`config.mk`:
```
export PLATFORM = sky130hd
export DESIGN_NAME = vend_ctrl
export DESIGN_NICKNAME = d
export VERILOG_FILES = /design/src/rtl/vend_pkg.sv /design/src/rtl/vend_coin_decode.sv /design/src/rtl/vend_next_credit.sv /design/src/rtl/vend_ctrl.sv
export SDC_FILE = /design/constraint.sdc
export NUM_CORES = 1
export LEC_CHECK = 0
export ABC_AREA = 1
export BUFFER_PORTS_ARGS = -buffer_cell sky130_fd_sc_hd__buf_2
export CAP_MARGIN = 20
export CELL_PAD_IN_SITES_DETAIL_PLACEMENT = 0
export CELL_PAD_IN_SITES_GLOBAL_PLACEMENT = 2
export CORE_AREA = 2 2 39 41
export CTS_BUF_LIST = sky130_fd_sc_hd__clkbuf_4
export CTS_CLUSTER_DIAMETER = 50
export DETAILED_ROUTE_END_ITERATION = 12
export DIE_AREA = 0 0 41 43
export GPL_ROUTABILITY_DRIVEN = 0
export PLACE_DENSITY_LB_ADDON = 0.08
export SYNTH_ARGS = -nofsm -noshare
export SYNTH_HDL_FRONTEND = slang
export SYNTH_SLANG_ARGS = --single-unit
```
`constraint.sdc`:
```
create_clock -name clk -period 2.05 [get_ports clk]
set_clock_uncertainty 0.2 [all_clocks]
set_input_delay 0.1025 -clock clk [delete_from_list [all_inputs] [get_ports clk]]
set_output_delay 0.1025 -clock clk [all_outputs]
set_load 0.01 [all_outputs]
```
`src/rtl/vend_pkg.sv`:
```
package vend_pkg;

    // credit counted in units of the smallest coin (5 cents)
    localparam int unsigned CRED_W       = 2;
    localparam int unsigned NICKEL_UNITS = 1;
    localparam int unsigned DIME_UNITS   = 2;
    localparam int unsigned PRICE_UNITS  = 3;
    localparam int unsigned SUM_W        = CRED_W + 1;

    typedef enum logic [CRED_W-1:0] {
        CR_0    = 2'b00,
        CR_5    = 2'b01,
        CR_10   = 2'b10,
        CR_PAID = 2'b11
    } cred_e;

    typedef enum logic [1:0] {
        COIN_NONE   = 2'b00,
        COIN_NICKEL = 2'b01,
        COIN_DIME   = 2'b10,
        COIN_BAD    = 2'b11
    } coin_e;

    typedef struct packed {
        cred_e cred;
        logic  open;
    } ctrl_s;

endpackage

```
`src/rtl/vend_coin_decode.sv`:
```
module vend_coin_decode
    import vend_pkg::*;
(
    input  logic  nickel_i,
    input  logic  dime_i,
    output coin_e coin_o
);

    always_comb begin
        unique case ({dime_i, nickel_i})
            2'b01:   coin_o = COIN_NICKEL;
            2'b10:   coin_o = COIN_DIME;
            2'b11:   coin_o = COIN_BAD;
            default: coin_o = COIN_NONE;
        endcase
    end

endmodule

```
`src/rtl/vend_next_credit.sv`:
```
module vend_next_credit
    import vend_pkg::*;
(
    input  cred_e cred_i,
    input  coin_e coin_i,
    output cred_e cred_o
);

    logic [SUM_W-1:0] add_units;
    logic [SUM_W-1:0] sum;

    always_comb begin
        unique case (coin_i)
            COIN_NICKEL: add_units = SUM_W'(NICKEL_UNITS);
            COIN_DIME:   add_units = SUM_W'(DIME_UNITS);
            default:     add_units = '0;
        endcase
        sum = {1'b0, cred_i} + add_units;

        if (cred_i == CR_PAID) begin
            cred_o = CR_0;
        end else if (sum >= SUM_W'(PRICE_UNITS)) begin
            cred_o = CR_PAID;
        end else begin
            cred_o = cred_e'(sum[CRED_W-1:0]);
        end
    end

endmodule

```
`src/rtl/vend_ctrl.sv`:
```
module vend_ctrl
    import vend_pkg::*;
(
    input  logic clk,
    input  logic rst_n,
    input  logic nickel_i,
    input  logic dime_i,
    output logic open_o
);

    coin_e coin;
    cred_e cred_next;
    ctrl_s ctrl_d, ctrl_q;

    vend_coin_decode i_decode (
        .nickel_i (nickel_i),
        .dime_i   (dime_i),
        .coin_o   (coin)
    );

    vend_next_credit i_next (
        .cred_i (ctrl_q.cred),
        .coin_i (coin),
        .cred_o (cred_next)
    );

    always_comb begin
        ctrl_d      = ctrl_q;
        ctrl_d.cred = cred_next;
        ctrl_d.open = (cred_next == CR_PAID);
    end

    always_ff @(posedge clk or negedge rst_n) begin
        if (!rst_n) begin
            ctrl_q.cred <= CR_0;
            ctrl_q.open <= 1'b0;
        end else begin
            ctrl_q <= ctrl_d;
        end
    end

    assign open_o = ctrl_q.open;

    // release lasts one cycle
    assert_one_cycle_open_R7: assert property (@(posedge clk) disable iff (!rst_n)
        open_o |=> !open_o);

    // after release, credit back at zero
    assert_clear_after_open_R7: assert property (@(posedge clk) disable iff (!rst_n)
        open_o |=> (ctrl_q.cred == CR_0));

    // idle cycle keeps credit
    assert_idle_hold_R5: assert property (@(posedge clk) disable iff (!rst_n)
        (!nickel_i && !dime_i && !open_o) |=> $stable(ctrl_q.cred));

    // both coins at once keep credit
    assert_both_hold_R6: assert property (@(posedge clk) disable iff (!rst_n)
        (nickel_i && dime_i && !open_o) |=> $stable(ctrl_q.cred));

    // a dime on 5 or 10 cents pays
    assert_dime_pays_R3: assert property (@(posedge clk) disable iff (!rst_n)
        (dime_i && !nickel_i && (ctrl_q.cred == CR_5 || ctrl_q.cred == CR_10))
        |=> open_o);

    // a nickel from zero gives 5 cents
    assert_nickel_step_R2: assert property (@(posedge clk) disable iff (!rst_n)
        (nickel_i && !dime_i && ctrl_q.cred == CR_0) |=> (ctrl_q.cred == CR_5));

endmodule

```
==> results of run 1 <==
logic make-up (layout without fill, tap and decap cells):
| logic type | Yosys count | count (layout) | share of synthesized area, % |
|---|---|---|---|
| compound gates | 1 | 1 | 5.60 |
| buf+inv | 4 | 14 | 9.60 |
| flops | 3 | 3 | 48.0 |
| fa+ha+maj | 2 | 2 | 20.8 |
| simple gates | 6 | 6 | 16.0 |
cell usage in the layout (no fill, tap or decap):
cell           instances
ha_1                   1
dfrtp_1                3
nor2_1                 5
clkbuf_4               4
inv_1                  4
nand2_2                1
o21ai_2                1
buf_2                  4
dlygate4sd3_1          2
fa_1                   1
power groups by stage:
stage / combinational, W / sequential, W / clock (W)
2_1_floorplan: 0.0000749 / 0.000111 / 0
3_3_place_gp: 0.000108 / 0.000110 / 0
3_5_place_dp: 0.000105 / 0.000112 / 0
4_1_cts: 0.000111 / 0.000111 / 0.000121
5_1_grt: 0.000121 / 0.000115 / 0.000129
6_report: 0.000107 / 0.000111 / 0.000115
final cells by class:
cell class / count / share of cell area (%)
Tap cell: 16 / 8.12
Timing Repair Buffer: 6 / 16.2
Clock buffer: 4 / 12.2
Multi-Input combinational cell: 9 / 26.9
Inverter: 4 / 6.09
Sequential cell: 3 / 30.5
worst paths after layout:
path                                 from         to
worst max-delay path            ctrl_q[1]     open_o
min in group asynchronous           rst_n  ctrl_q[1]
worst min register to register  ctrl_q[1]  ctrl_q[1]
worst max register to register  ctrl_q[1]     open_o
worst min-delay path               dime_i     open_o
max in group asynchronous           rst_n  ctrl_q[2]
sequential cells by signal, indices dropped and copies added, names as in the netlist:
| signal | cells |
|---|---|
| open_o | 1 |
| ctrl_q | 2 |
critical path, stage by stage, from the launching register on:
cell and delay (ns):
dfrtp_1 0.39, ha_1 0.22, fa_1 0.45, o21ai_2 0.17, nor2_1 0.05
layer usage:
| metal | GRT usage (%) | routed length (um) | part of all wire, % |
|---|---|---|---|
| met4 | 10.0 | 0 | 0 |
| met2 | 8.44 | 204 | 63 |
| met5 | 0 | 0 | 0 |
| met3 | 3.14 | 9 | 2.8 |
| met1 | 4.22 | 110 | 34 |
per-stage QoR:
stage,total power [W],hold WS [ns]
2_1_floorplan,0.000186,-0.393
3_3_place_gp,0.000219,-0.297
3_5_place_dp,0.000217,-0.296
4_1_cts,0.000343,0.215
5_1_grt,0.000365,0.229
6_report,0.000333,0.197
==> results.md, run 1 <==
- Synthesis warning total: 0
- Share of cells above drive strength 1: 38.5%
- DP Worst Slack: 0.463 ns
- Post-Synthesis Cell Area: 156 sq um
- Critical path fanouts, max: 2
- Top post-synthesis cells by area: dfrtp_1 48%, fa_1 13%, nor2_1 12%
- Post-Syn Instances: 16
- Post-synth ARST share: 100%
- Cell with the most instances after synthesis: nor2_1
- CP Data Arrival Time: 1.50 ns
- Routed len/inst: 7.71 um
- Post-synthesis sequential area ratio: 48.0%
- FF+latch count, synth: 3
- Syn Area/Cell: 9.78 sq um
- Final Cycle Share: 77.6%
- Root Driver: clkbuf_4
- F_max: 0.629 GHz
- Die Wd: 41 um
- Synth Flop Type: dfrtp_1
- Die Footprint: 0.00176 sq mm
- IO Port Bufs: 4
- I/O pin cnt: 5
- Cts-stage hold buffer count: 2
- Req. time, crit path: 1.96 ns
- Fin cells: 42
- Initial antenna violation count: 0
- Final Hold Fails: 0
- Syn_nets: 22
- Slew margin rel.: 89.5%
- First-pass GRT wire length: 600 um
- Worst vdd ir: 0.350 mV
- Post-synth top area share: 48.0%
- CTS tree: yes
- Clock transition at path regs: 0.03 ns
- Register Area: 75.1 sq um
- Worst Slack Setup Final: 0.460 ns
- Initial Utilization: 11.3%
- Critical path class: reg2reg
- Final Instance Area: 246 sq um
- RSZ-0062 raised after global routing: false
- Clock latency on the worst-skew pair: 0.23 ns
- DP Wirelength: 273 um
- Number of CTS-inserted buffers: 3
- Core area: 0.00138 sq mm
- Lkg Pwr: 0.137 nW
- Clock Tree Buf Depth: 2
- PD cells: 1350 mW/mm^2
- Final wirelength: 324 um
- Vert. Die Dim: 43 um
- Number of filler cells placed in the layout: 158
- DRT Pass-1 Iters: 2
- Setup TNS Final: 0 ns
- DR iter-0 viols: 2
- Top cells by count, synth: 5 x nor2_1, 4 x inv_1, 3 x dfrtp_1
- Antenna viol nets, final: 0
- Hold Crit Class: in2reg
- DRC violation count after routing: 0
- Area Overhead vs Synth: 57.6%
- Clock power frac: 34.6%
- Post-layout min period: 1.59 ns
- Sw power: 0.000108 W
- Internal Power: 0.000224 W
- Post-synth EDFFs: 0
- Max Cap Viol: 0
- Max H-tree Level: 1
- Flop pwr share: 33.4%
- # rows: 14
- # Post-CTS Setup Buffers: 0
- Core Util, Final: 17.8%
- Global-route usage over all layers: 6.14%
- Switching part of the total: 32.5%
- Gates resized, CTS repair: 0
- Inst Count DP: 36
- WHS Path Cells: 5
- Tightest Pin Transition: 0.157 ns
- Ant. Diodes: 0
- Number of global-route vias before repair: 161
- Total congestion overflow: 0
- Nature of the critical path endpoint: register
- Distinct cell type count after synthesis: 7
- Worst R2R Setup Slack: 0.46 ns
- Crit start category: register
- FF-to-FF path depth: 4
- Comb pwr share: 32.1%
- Vias: 124
- Clock Sinks: 3
- Placed instance area: 196 sq um
- Fin nets: 33
- Finish-stage setup viols: 0
- Area of the multi-input gates: 66.3 sq um
- Largest net degree at the start of global routing: 4
- Via-to-Cell Ratio: 2.95
- Status: completed
- Slew Viols, Final: 0
- Post-synth top area cell: dfrtp_1
Power figures use the tool's default switching activity.
==> run 2: changes to the inputs <==
==> constraint.sdc (replaced) <==
create_clock -name clk -period 1.47 [get_ports clk]
set_clock_uncertainty 0.2 [all_clocks]
set_input_delay 0.0735 -clock clk [delete_from_list [all_inputs] [get_ports clk]]
set_output_delay 0.0735 -clock clk [all_outputs]
set_load 0.01 [all_outputs]
==> results.md, run 2 (synthesized netlist as in run 1, its figures left out) <==
- Status: finished, violations left
- Failing checks: negative setup slack
- Slew Viols, Final: 0
- Max H-tree Level: 1
- Antenna viol nets, final: 0
- Biggest register: ctrl_q
- Share of cells above drive strength 1: 48.1%
- Worst R2R Setup Slack: -0.06 ns
- Number of CTS-inserted buffers: 3
- Number of cells on the critical path: 4
- DRT Pass-1 Iters: 1
- Hold Crit Class: in2reg
- Slowest cell delay on critical path: 0.53 ns
- Number of global-route vias before repair: 154
- CP Data Arrival Time: 1.48 ns
- Initial Utilization: 11.3%
- Worst-path cell chain: ha_2 -> fa_2 -> o21ai_2 -> nor2_1
- Via-to-Cell Ratio: 2.98
- Post-layout min period: 1.53 ns
- Max FFs per register: 2
- IO Port Bufs: 4
- DR iter-0 viols: 0
- Ant. Diodes: 0
- Crit start category: register
- Worst vdd ir: 0.549 mV
- Lkg Pwr: 0.138 nW
- Routed len/inst: 7.42 um
- Final Hold Fails: 0
- Slew margin rel.: 89.5%
- Critical path's slowest cell: fa_2
- CP top delay family: adder cells
- Tightest Pin Transition: 0.157 ns
- Total congestion overflow: 0
- FF-to-FF path depth: 4
- Vert. Die Dim: 43 um
- Worst Setup EP: open_o
- Fin cells: 43
- Clock transition at path regs: 0.04 ns
- R2r startpoint: ctrl_q[1]
- Root Driver: clkbuf_4
- Die Wd: 41 um
- Critical path fanouts, max: 2
- Max Cap Viol: 0
- Total power: 0.000493 W
- CTS tree: yes
- # rows: 14
- Largest net degree at the start of global routing: 4
- PD cells: 1900 mW/mm^2
- Nature of the critical path endpoint: register
- F_max: 0.655 GHz
- Core area: 0.00138 sq mm
- Commonest non-fill, non-tap cell in the layout: nor2_1
- First-pass GRT wire length: 545 um
- Inst Count DP: 36
- Final Cycle Share: 104%
- Req. time, crit path: 1.42 ns
- DRC violation count after routing: 0
- Critical path class: reg2reg
- Die Footprint: 0.00176 sq mm
- Vias: 128
- Final wirelength: 319 um
- Finish-stage setup viols: 2
- DP Wirelength: 252 um
- I/O pin cnt: 5
- Initial antenna violation count: 0
- Global-route usage over all layers: 5.45%
- Worst reg2reg endpoint: open_o
- Fin nets: 34
- Crit path buf inv count: 0
- Clock Tree Buf Depth: 2
- RSZ-0062 raised after global routing: true
- Area Overhead vs Synth: 65.6%
- Clock Sinks: 3
- Worst setup startpoint: ctrl_q[1]
- Worst Slack Setup Final: -0.0558 ns
- Clock latency on the worst-skew pair: 0.23 ns
- Most frequent cells in the layout: 5 x nor2_1, 4 x inv_1, 4 x clkbuf_4, 4 x buf_2, 3 x dfrtp_1
-- run 2: cell types whose count changed in the layout (fill, tap and decap cells not counted) --
cell   change
fa_2       +1
ha_1       -1
ha_2       +1
fa_1       -1
buf_4      +1
-- run 2: cell type report --
type / instances / area, sq um
flip-flops and latches: 3 / 75.1
fillers: 158 / 1120
repair buffers: 7 / 47.5
inverters: 4 / 15.0
well taps: 16 / 20.0
clock buffers: 4 / 30.0
multi-input cells: 9 / 71.3
-- run 2: worst min-delay path: cells and delay by family --
family,cells,cell delay (ns)
buffers and inverters,2,0.12
AND/OR/NAND/NOR,3,0.26
adder cells (fa/ha/maj),1,0.17
-- run 2: timing repair --
item	CTS	global route
gates resized for setup	1	0
setup endpoints to repair	3	2
pin swaps	1	0
buffers inserted	1	0
hold buffers	2	0
hold endpoints to repair	3	0
-- run 2: metal layers --
layer	track usage (%)	wire [um]	vias to the layer above
li1	-	-	69
met1	4.25	117	56
met2	7.81	185	3
met3	3.66	16	0
met4	6.00	0	0
met5	0	0	-
-- run 2: per-stage QoR --
step	hold slack, ns	TNS, ns	util [%]	worst slack (ns)	cell area, sq um
2_1_floorplan	-0.422	0	-	0.0000204	159
3_5_place_dp	-0.328	-0.200	14.4	-0.0892	199
5_1_grt	0.292	-0.130	18.7	-0.0811	259
6_report	0.247	-0.0714	18.7	-0.0558	259
4_1_cts	0.256	-0.0928	18.7	-0.0725	259
3_3_place_gp	-0.332	-0.209	14.4	-0.0931	199
-- run 2: worst min-delay path by stage --
stage               startpoint         to  slack (ns)  depth (start not counted)
floorplan                rst_n  ctrl_q[1]       -0.42                          0
global route            dime_i  ctrl_q[1]        0.29                          5
CTS                   nickel_i  ctrl_q[1]        0.26                          6
finish                nickel_i  ctrl_q[1]        0.25                          6
detailed placement       rst_n  ctrl_q[2]       -0.33                          1
global placement         rst_n     open_o       -0.33                          1
-- run 2: power breakdown --
part,internal [W],switching [W],total [W]
logic,0.0000879,0.0000927,0.000181
registers,0.000125,0.0000280,0.000153
clock network,0.000120,0.0000399,0.000160
